### config.mk
export PLATFORM = sky130hd
export DESIGN_NAME = simd_addsub
export DESIGN_NICKNAME = d
export VERILOG_FILES = /design/src/rtl/simd_addsub_pkg.sv /design/src/rtl/part_bounds.sv /design/src/rtl/chunk_adder.sv /design/src/rtl/lane_carry_gather.sv /design/src/rtl/simd_addsub.sv
export SDC_FILE = /design/constraint.sdc
export NUM_CORES = 1
export LEC_CHECK = 0
export ABC_CLOCK_PERIOD_IN_PS = 12750
export CAP_MARGIN = 5
export CORE_UTILIZATION = 40
export DETAILED_ROUTE_END_ITERATION = 10
export DONT_BUFFER_PORTS = 1
export GPL_TIMING_DRIVEN = 0
export MAX_ROUTING_LAYER = met4
export PLACE_DENSITY = 0.63
export SLEW_MARGIN = 20
export SYNTH_ARGS = -nofsm -noshare
export SYNTH_HDL_FRONTEND = slang
export SYNTH_SLANG_ARGS = --single-unit
### constraint.sdc
create_clock -name vclk -period 12.75
set_input_delay 0.6375 -clock vclk [all_inputs]
set_output_delay 0.6375 -clock vclk [all_outputs]
set_load 0.02 [all_outputs]
### src/rtl/simd_addsub_pkg.sv
// Shared operation codes for the partitioned add/subtract unit.
package simd_addsub_pkg;
    typedef enum logic [1:0] {
        OP_ADD  = 2'b00,
        OP_SUB  = 2'b01,
        OP_NEG  = 2'b10,
        OP_ADD2 = 2'b11
    } addsub_op_e;
endpackage

### src/rtl/part_bounds.sv
// Decodes the seam mask into per-chunk lane-start and lane-end flags.
// Assumes chunk 0 always starts a lane and the top chunk always ends one.
module part_bounds #(
    parameter int NUM_CHUNKS = 4
) (
    input  logic [NUM_CHUNKS-2:0] seam_mask,
    output logic [NUM_CHUNKS-1:0] lane_start,
    output logic [NUM_CHUNKS-1:0] lane_end
);
    // A chunk starts a lane when the seam below it is open; it ends one when the seam above is open.
    always_comb begin
        lane_start = {seam_mask, 1'b1};
        lane_end   = {1'b1, seam_mask};
    end
endmodule

### src/rtl/chunk_adder.sv
// One chunk of the carry chain: sum of two operands plus a carry-in.
// Assumes the operands are already inverted as the operation requires.
module chunk_adder #(
    parameter int CHUNK_W = 4
) (
    input  logic [CHUNK_W-1:0] x,
    input  logic [CHUNK_W-1:0] y,
    input  logic               ci,
    output logic [CHUNK_W-1:0] s,
    output logic               co
);
    // Add with an extra bit that catches the chunk carry.
    always_comb begin
        {co, s} = {1'b0, x} + {1'b0, y} + {{CHUNK_W{1'b0}}, ci};
    end
endmodule

### src/rtl/lane_carry_gather.sv
// Moves each lane's top-chunk carry down to the lane's lowest chunk index.
// Assumes start/end flags describe contiguous lanes; other bits read zero.
module lane_carry_gather #(
    parameter int NUM_CHUNKS = 4
) (
    input  logic [NUM_CHUNKS-1:0] chunk_co,
    input  logic [NUM_CHUNKS-1:0] lane_start,
    input  logic [NUM_CHUNKS-1:0] lane_end,
    output logic [NUM_CHUNKS-1:0] lane_co
);
    // Walk from the top chunk down, holding the carry of the lane currently being visited.
    always_comb begin
        logic held;
        held    = 1'b0;
        lane_co = '0;
        for (int k = NUM_CHUNKS - 1; k >= 0; k--) begin
            if (lane_end[k]) held = chunk_co[k];
            lane_co[k] = lane_start[k] & held;
        end
    end
endmodule

### src/rtl/simd_addsub.sv
// Partitioned add/subtract/negate unit built from a chain of chunk adders.
// Open seams cut the chain and inject the lane carry-in; purely combinational.
module simd_addsub
    import simd_addsub_pkg::*;
#(
    parameter int CHUNK_W    = 4,
    parameter int NUM_CHUNKS = 4
) (
    input  logic [1:0]                    op_sel,
    input  logic [NUM_CHUNKS-2:0]         part_mask,
    input  logic [CHUNK_W*NUM_CHUNKS-1:0] a,
    input  logic [CHUNK_W*NUM_CHUNKS-1:0] b,
    input  logic [NUM_CHUNKS-1:0]         carry_in,
    output logic [CHUNK_W*NUM_CHUNKS-1:0] result,
    output logic [NUM_CHUNKS-1:0]         carry_out
);
    localparam int DATA_W = CHUNK_W * NUM_CHUNKS;

    logic [NUM_CHUNKS-1:0] lane_start;
    logic [NUM_CHUNKS-1:0] lane_end;
    logic [NUM_CHUNKS-1:0] chunk_co;
    logic [NUM_CHUNKS-1:0] chunk_ci;
    logic [DATA_W-1:0]     x_op;
    logic [DATA_W-1:0]     y_op;
    logic                  is_sub;
    logic                  is_neg;

    part_bounds #(.NUM_CHUNKS(NUM_CHUNKS)) u_bounds (
        .seam_mask  (part_mask),
        .lane_start (lane_start),
        .lane_end   (lane_end)
    );

    // Shape the operands: subtract inverts b, negate computes ~a + 0 + 1.
    always_comb begin
        is_sub = (op_sel == OP_SUB);
        is_neg = (op_sel == OP_NEG);
        x_op   = is_neg ? ~a : a;
        y_op   = is_neg ? '0 : (is_sub ? ~b : b);
    end

    generate
        for (genvar k = 0; k < NUM_CHUNKS; k++) begin : g_chunk
            // Chain carry from below, or inject the lane carry-in at a lane start.
            if (k == 0) begin : g_first
                always_comb chunk_ci[k] = is_neg | carry_in[k];
            end else begin : g_rest
                always_comb chunk_ci[k] = lane_start[k] ? (is_neg | carry_in[k]) : chunk_co[k-1];
            end

            chunk_adder #(.CHUNK_W(CHUNK_W)) u_add (
                .x  (x_op[k*CHUNK_W +: CHUNK_W]),
                .y  (y_op[k*CHUNK_W +: CHUNK_W]),
                .ci (chunk_ci[k]),
                .s  (result[k*CHUNK_W +: CHUNK_W]),
                .co (chunk_co[k])
            );
        end
    endgenerate

    lane_carry_gather #(.NUM_CHUNKS(NUM_CHUNKS)) u_gather (
        .chunk_co   (chunk_co),
        .lane_start (lane_start),
        .lane_end   (lane_end),
        .lane_co    (lane_co_w)
    );

    logic [NUM_CHUNKS-1:0] lane_co_w;
    always_comb carry_out = lane_co_w;

    // Port-level checks of lane behaviour.
    always_comb begin
        AST_COUT_AT_LANE_BASE: assert ((carry_out & ~{part_mask, 1'b1}) == '0);
        if (part_mask == '0 && op_sel == OP_ADD)
            AST_WIDE_ADD: assert ({carry_out[0], result} == ({1'b0, a} + {1'b0, b} + {{DATA_W{1'b0}}, carry_in[0]}));
        if (op_sel == OP_NEG && a == '0)
            AST_NEG_OF_ZERO: assert (result == '0);
        if (op_sel == OP_SUB && a == b && carry_in == '1)
            AST_SUB_SELF_ZERO: assert (result == '0);
        if (part_mask == '1 && op_sel == OP_ADD)
            for (int k = 0; k < NUM_CHUNKS; k++)
                AST_NARROW_LANE: assert ({carry_out[k], result[k*CHUNK_W +: CHUNK_W]} == ({1'b0, a[k*CHUNK_W +: CHUNK_W]} + {1'b0, b[k*CHUNK_W +: CHUNK_W]} + {{CHUNK_W{1'b0}}, carry_in[k]}));
    end
endmodule

==> results of run 1 <==
==> placed cells by master (no fill, tap or decap), types with 6 or more instances in the layout <==
cell     instances
a21o_1           6
inv_1           13
nor2_1           8
ha_1            12
o21ai_1         12
a21oi_1          8
xnor2_1         20
o21ai_0          6
fa_1             8
nand2_1         13
==> where the power goes <==
group          switching [uW]  total [uW]  internal (uW)
sequential                  0           0              0
clock                       0           0              0
combinational            59.6        91.6           32.0
==> routing by layer <==
layer / routed length (um) / GRT usage (%)
met5: 0 / -
met2: 1190 / 31.4
met1: 908 / 20.9
met4: 0 / 0
met3: 117 / 0.580
==> path summary, 6_finish.rpt <==
kind	startpoint	end	slack, ns	cells after the start
setup / recovery	op_sel[1]	carry_out[0]	5.67	29
hold / removal	part_mask[1]	carry_out[2]	1.43	2
==> through the flow <==
step | setup WS, ns | area [um^2] | utilization (%) | cells | hold WS [ns]
floorplan | 6.26 | 1020 | - | 137 | 1.42
global placement | 5.74 | 1060 | 45.6 | 165 | 1.43
detailed placement | 5.62 | 1060 | 45.6 | 165 | 1.43
CTS | 5.61 | 1060 | 45.6 | 165 | 1.43
global route | 5.21 | 1060 | 45.6 | 165 | 1.44
finish | 5.67 | 1060 | 45.6 | 165 | 1.43
==> final cells by class <==
class | count | area (um^2)
plain buffers | 6 | 47.5
fillers | 259 | 1260
inverters | 14 | 52.6
multi-input cells | 117 | 922
well taps | 28 | 35.0
==> kinds of logic after synthesis <==
| kind of cell | synth area share, % |
|---|---|
| AND/OR/NAND/NOR | 14.6 |
| XOR/XNOR | 21.4 |
| AO/OA/AOI/OAI | 23.9 |
| buffers and inverters | 9.79 |
| adder cells (fa/ha/maj) | 30.4 |
==> results.py, run 1 <==
metrics = {
    "route": {
        "wl_per_cell_um": 13.4,
        "viasPerCell": 5.36,
        "firstDrtPassIters": 4,
        "vias": 885,
        "wl_um": 2220,
        "route.detailed.drc": 0,
        "ant_nets": 0,
        "drtIter0Drc": 10,
    },
    "sta": {
        "drv_slew": 0,
        "worst_pin_slew_ns": 0.530,
        "period_needed_ns": 7.08,
        "timing.final.hold_violations": 0,
        "fin_tns_setup_ns": 0,
        "fin_crit_sh_pct": 55.5,
        "timing.fmax_mhz": 141,
        "slew_headroom_pct": 64.5,
        "setup_violations": 0,
        "rsz0062_at_grt": "false",
    },
    "die": {
        "fp.dieW_um": 52.6,
        "core_um2": 2320,
        "die-area_um2": 2760,
        "initial_core_util_pct": 44.1,
        "num_rows": 17,
        "fp.dieH_um": 52.6,
        "ios": 61,
    },
    "placed_design": {
        "hpwl_um": 1930,
        "io_buffers": 0,
        "gp_congestion": 0.698,
    },
    "critical_path": {
        "worstSetupStartpointType": "input port",
        "crit_type": "in -> out",
        "crit_family": "adder cells",
        "critPathCaptureType": "output pin",
        "critical-path-max-stage-delay_ns": 0.49,
        "cp_common_cell": "fa_1",
        "crit_required_ns": 12.11,
        "critical_path_arrival_ns": 6.44,
        "crit_path_max_fanout": 10,
        "critPathBufInv": 4,
        "cpMaxStageDelayCell": "a31oi_1",
    },
    "grt": {
        "grt_usage_pct": 16.7,
        "antenna_found_initial": 0,
        "grt_pass1_wl_um": 3480,
        "grt_max_degree": 11,
        "grt_pass1_vias": 806,
        "grt.overflow.total": 0,
    },
    "synthesis": {
        "netlist_instances": 137,
        "ys.warnings.count": 0,
        "ys_types": 25,
        "synth_fp_nets": 198,
        "synthTopCellsByArea": "xnor2_1 (17%), fa_1 (16%), ha_1 (15%)",
        "syn_area_um2": 1020,
        "syn_area_per_cell_um2": 7.46,
        "synth.most_common_cell": "xnor2_1",
        "synth_commonest_cells": "xnor2_1 (20), inv_1 (13), nand2_1 (13)",
        "yosys.area.top_type_share_pct": 17.1,
        "synth_top_area_cell": "xnor2_1",
        "yosysSeqAreaShare_pct": 0,
    },
    "pwr": {
        "worst_ir_drop_vdd_uv": 48.7,
        "leakage_uw": 0.000492,
        "power.total_uw": 91.6,
        "p_per_area_nw_per_um2": 86.7,
    },
    "final_layout": {
        "final_nets": 200,
        "area_growth_pct": 3.43,
        "clkbuf_count": 0,
        "diodes": 0,
        "seq_cell_count": 0,
        "drive_above_1_share_pct": 6.57,
        "seq_area_um2": 0,
    },
    "clock_tree": {
        "cts_resized": 0,
        "ctsHoldBuffers": 0,
        "cts_setup_buffers": 0,
    },
    "min_path": {
        "hold_path.class": "in -> out",
    },
    "flow_run": {
        "cap_violations": 0,
    },
    "outcome": {
        "status": "finished, final reports clean",
    },
}
No activity file was read; power rests on OpenSTA's default activity.
==> run 2: changes to the inputs <==
- ABC_CLOCK_PERIOD_IN_PS: 12750 -> 5700
- PLACE_DENSITY: 0.63 -> 0.65
- clock period: 12.75 -> 5.7 ns (I/O delays scaled with it)
==> run 2 against run 1 <==
  * Combinational power increased to 2.8 times the previous value
  * Flip-flop and latch count unchanged
  * Global-route usage increased by 2.7 points
  * Critical path type unchanged
  * Critical endpoint is now carry_out[1]
  * Largest power group unchanged
==> results.py, run 2 (synthesis results as in run 1) <==
metrics = {
    "outcome": {
        "status": "finished, final reports clean",
    },
    "final_layout": {
        "final_nets": 215,
        "seq_cell_count": 0,
        "area_growth_pct": 29.6,
        "utilization_pct": 57.2,
        "clkbuf_count": 0,
        "drive_above_1_share_pct": 30.9,
        "diodes": 0,
        "final_cell_mix": "xnor2_1 (19), buf_4 (17)",
        "seq_area_um2": 0,
        "final_common_cell": "xnor2_1",
    },
    "pwr": {
        "power.switching_uw": 151,
        "p_comb_share_pct": 100.0,
        "clockPowerShare_pct": 0,
        "leakage_uw": 0.000605,
        "p_per_area_nw_per_um2": 190,
        "power_frac_seq_pct": 0,
        "switching_share_pct": 59.8,
        "power.total_uw": 252,
        "worst_ir_drop_vdd_uv": 106,
        "p_int_uw": 101,
    },
    "grt": {
        "grt_pass1_vias": 912,
        "grt_pass1_wl_um": 4050,
        "grt_max_degree": 12,
        "grt_usage_pct": 19.4,
        "antenna_found_initial": 0,
        "grt.overflow.total": 0,
    },
    "route": {
        "ant_nets": 0,
        "vias": 950,
        "route.detailed.drc": 0,
        "wl_um": 2600,
        "firstDrtPassIters": 4,
        "drtIter0Drc": 9,
        "viasPerCell": 5.28,
        "wl_per_cell_um": 14.4,
    },
    "clock_tree": {
        "ctsHoldBuffers": 0,
    },
    "placed_design": {
        "dp_slack_ns": -0.611,
        "hpwl_um": 2010,
        "gp_congestion": 0.716,
        "io_buffers": 0,
    },
    "die": {
        "fp.dieH_um": 52.6,
        "initial_core_util_pct": 44.1,
        "fp.dieW_um": 52.6,
        "core_um2": 2320,
        "num_rows": 17,
        "ios": 61,
        "die-area_um2": 2760,
    },
    "critical_path": {
        "crit_required_ns": 5.41,
        "crit_path_max_fanout": 4,
        "crit_type": "in -> out",
        "critPathCaptureType": "output pin",
        "worstSetupStartpointType": "input port",
        "crit_path_start": "op_sel[1]",
        "critical_path_arrival_ns": 5.28,
    },
    "sta": {
        "setup_violations": 0,
        "setup_ws_ns": 0.136,
        "timing.final.hold_violations": 0,
        "rsz0062_at_grt": "true",
        "timing.fmax_mhz": 180,
        "drv_slew": 0,
        "period_needed_ns": 5.56,
        "slew_headroom_pct": 65.2,
        "worst_pin_slew_ns": 0.518,
        "fin_tns_setup_ns": 0,
        "fin_crit_sh_pct": 97.6,
    },
    "flow_run": {
        "cap_violations": 0,
    },
    "min_path": {
        "min-delay-start": "part_mask[1]",
        "hold_path.class": "in -> out",
    },
}
## run 2: per-stage QoR
step	cells	area, um^2	hold slack (ns)
floorplan	137	1030	0.711
global placement	165	1070	0.725
detailed placement	165	1070	0.725
CTS	168	1150	0.725
global route	180	1330	0.729
finish	180	1330	0.706
## run 2: cell type report
cell class         count  area, um^2
plain buffers          4        53.8
fillers              216         993
inverters             14        52.6
multi-input cells    117        1050
well taps             28        35.0
repair buffers        17         131
## run 2: worst max-delay path: stages
cell and delay (ns):
nand2b_4 0.12, buf_6 0.12, and2_4 0.16, buf_6 0.12
nand2_1 0.05, o21ai_1 0.06, ha_1 0.33, a21o_1 0.12
a21o_1 0.14, o21ai_2 0.08, fa_2 0.39, fa_2 0.40
nor2b_1 0.12, o21a_1 0.18, o31ai_4 0.09, fa_2 0.37
fa_2 0.40, nand2b_4 0.16, a21oi_4 0.14, o21ai_2 0.09
fa_2 0.35, inv_2 0.08, fa_2 0.22, a21oi_2 0.06
o21ai_1 0.15, o211ai_1 0.20, a21oi_2 0.32
## run 2: final timing paths
path / end / slack [ns] / cells after the start
max: carry_out[1] / 0.14 / 27
min: carry_out[2] / 0.71 / 2
## run 2: repair_timing
item | 4_1_cts | 5_1_grt
gates resized for setup | 19 | 21
endpoints found under the setup margin | 7 | 3
setup buffers | 5 | 12
pin swaps | 9 | 22
## run 2: power by group through the flow
stage          combinational (uW)  sequential, uW  clock, uW
6_report                      252               0          0
5_1_grt                       276               0          0
4_1_cts                       228               0          0
3_5_place_dp                  211               0          0
3_3_place_gp                  203               0          0
2_1_floorplan                 185               0          0
## run 2: per-layer routing
| layer | wire [um] | up-vias | GRT usage [%] |
|---|---|---|---|
| li1 | - | 487 | - |
| met1 | 1030 | 434 | 22.8 |
| met2 | 1410 | 29 | 37.6 |
| met3 | 156 | 0 | 1.74 |
| met4 | 0 | 0 | 0 |
| met5 | 0 | - | - |
==> run 3: changes to the inputs <==
--- a/config.mk
+++ b/config.mk
@@ -14,3 +14,3 @@
 export MAX_ROUTING_LAYER = met4
-export PLACE_DENSITY = 0.65
+export PLACE_DENSITY_LB_ADDON = 0.08
 export SLEW_MARGIN = 20
@@ -18,2 +18,3 @@
 export SYNTH_HDL_FRONTEND = slang
+export SYNTH_HIERARCHICAL = 1
 export SYNTH_SLANG_ARGS = --single-unit
==> constraint.sdc (replaced) <==
create_clock -name vclk -period 5.7
set_input_delay 0.57 -clock vclk [all_inputs]
set_output_delay 0.57 -clock vclk [all_outputs]
set_load 0.02 [all_outputs]
==> run 3 against run 2 <==
  * The flow now finishes with violations (negative setup slack)
  * Fmax decreased by 19%
  * Synthesized cell count up 23%
  * First-iteration DRC count increased to 3.9 times the previous value
  * Global-route usage increased by 3.0 points
  * Non-clock buffer count rose by 62
  * Worst hold slack better by 0.65 ns
  * Core utilization increased by 8.0 points
  * Synthesized area rose by 37%
  * Cell area rose by 64%
  * Largest cell class unchanged
  * Largest power group unchanged
  * Highest routed layer is now met4
==> results.py, run 3 <==
metrics = {
    "sta": {
        "rsz0062_at_grt": "true",
        "worst_pin_slew_ns": 0.575,
        "period_needed_ns": 6.91,
        "setup_ws_ns": -1.21,
        "drv_slew": 0,
        "fin_crit_sh_pct": 121,
        "hold_ws_ns": 1.35,
        "timing.fmax_mhz": 145,
        "timing.final.hold_violations": 0,
        "slew_headroom_pct": 61.4,
        "setup_violations": 8,
    },
    "critical_path": {
        "crit_path_max_fanout": 6,
        "cpMaxStageDelayCell": "fa_2",
        "critical_path_arrival_ns": 6.34,
        "cp_common_cell": "buf_4",
        "worstSetupStartpointType": "input port",
        "critical-path-max-stage-delay_ns": 0.40,
        "critPathCaptureType": "output pin",
        "crit_type": "in -> out",
        "crit_required_ns": 5.13,
    },
    "min_path": {
        "hold_path.class": "in -> out",
    },
    "final_layout": {
        "seq_area_um2": 0,
        "fillCellCount": 270,
        "diodes": 0,
        "utilization_pct": 65.1,
        "seq_cell_count": 0,
        "drive_above_1_share_pct": 50.2,
        "clkbuf_count": 0,
        "area_growth_pct": 55.5,
        "multi_input_area_um2": 1340,
        "final_nets": 298,
        "final_common_cell": "buf_4",
        "fin_area_um2": 2170,
        "final_cell_mix": "buf_4 (71), xnor2_1 (36), a21o_1 (20), inv_1 (16), nor3b_1 (15)",
    },
    "grt": {
        "grt_max_degree": 11,
        "grt_pass1_vias": 1433,
        "grt.overflow.total": 0,
        "grt_usage_pct": 22.4,
        "grt_pass1_wl_um": 6130,
        "antenna_found_initial": 0,
    },
    "synthesis": {
        "syn_area_per_cell_um2": 8.27,
        "synth_commonest_cells": "xnor2_1 (40), inv_1 (21), a21o_1 (20)",
        "synthTopCellsByArea": "xnor2_1 (25%), fa_1 (11%), a21o_1 (11%)",
        "synth.most_common_cell": "xnor2_1",
        "ys.warnings.count": 6,
        "ys_types": 28,
        "netlist_instances": 169,
        "synth_top_area_cell": "xnor2_1",
        "yosysSeqAreaShare_pct": 0,
        "yosys.area.top_type_share_pct": 25.1,
        "syn_area_um2": 1400,
    },
    "pwr": {
        "p_per_area_nw_per_um2": 193,
        "power.total_uw": 419,
        "worst_ir_drop_vdd_uv": 105,
        "leakage_uw": 0.00110,
    },
    "route": {
        "drtIter0Drc": 35,
        "ant_nets": 0,
        "vias": 1378,
        "viasPerCell": 4.90,
        "wl_um": 3940,
        "route.detailed.drc": 0,
        "wl_per_cell_um": 14.0,
        "firstDrtPassIters": 2,
    },
    "die": {
        "fp.dieW_um": 61.1,
        "die-area_um2": 3730,
        "num_rows": 21,
        "core_um2": 3340,
        "initial_core_util_pct": 41.9,
        "fp.dieH_um": 61.1,
        "ios": 61,
    },
    "placed_design": {
        "dp_slack_ns": -1.24,
        "hpwl_um": 2530,
        "gp_congestion": 0.700,
        "place_area_um2": 1540,
        "io_buffers": 0,
    },
    "flow_run": {
        "cap_violations": 0,
    },
    "clock_tree": {
        "ctsHoldBuffers": 0,
    },
    "outcome": {
        "failed_checks": "negative setup slack",
        "status": "finished with violations",
    },
}
[run 3: cell types whose count changed in the layout (fill, tap and decap cells not counted), sizes merged, moves of 7 or more]
cell / delta
a21o: +14
buf: +61
inv: +7
nand2: -11
nor3b: +15
o21ai: -14
xnor2: +20
[run 3: layer usage]
metal  up-vias  GRT usage [%]  wire, um
li1        675              -         -
met4         0           6.49       124
met5         -              -         0
met1       648           24.1      1430
met3        12           2.31       199
met2        43           42.7      2180
[run 3: metrics by stage]
step / std cells / TNS, ns
2_1_floorplan: 170 / -2.34
3_3_place_gp: 216 / -5.22
3_5_place_dp: 216 / -5.89
4_1_cts: 278 / -4.31
5_1_grt: 281 / -7.88
6_report: 281 / -5.43
[run 3: cell families (layout without fill, tap and decap cells)]
family	count (synthesis)	count (layout)	share of synthesized area, %
other	1	2	0.268
xor gates and xnor gates	40	40	25.1
and+or+nand+nor	33	33	16.8
buffers and inverters	39	104	16.6
AOI/OAI and AO/OA	36	36	19.1
adders and majority gates	20	20	22.2
[run 3: power by group]
group          switching, uW  internal [uW]  leakage (uW)
combinational            200            218       0.00110
clock                      0              0             0
sequential                 0              0             0
total                    200            218       0.00110
[run 3: what timing repair did]
item / 4_1_cts / 5_1_grt
pin swaps: 3 / 9
setup endpoints to repair: 8 / 8
buffers inserted: 62 / 3
gates resized for setup: 13 / 12
[run 3: final timing paths]
check	depth (start not counted)	start	end
max	46	op_sel[1]	carry_out[0]
min	2	part_mask[1]	carry_out[1]
[run 3: final cells by class]
cell class                 count  share of cell area (%)
multi-input combinational    131                    61.7
timing repair buffer          65                    23.2
buffer                        18                    8.75
inverter                      21                    3.74
tap                           46                    2.65
[run 3: worst max-delay path: cells and delay by family]
| family | cells | cell delay, ns |
|---|---|---|
| buf+inv | 37 | 4.47 |
| compound gates | 3 | 0.37 |
| simple gates | 3 | 0.24 |
| fa+ha+maj | 2 | 0.60 |
| xor+xnor | 1 | 0.11 |
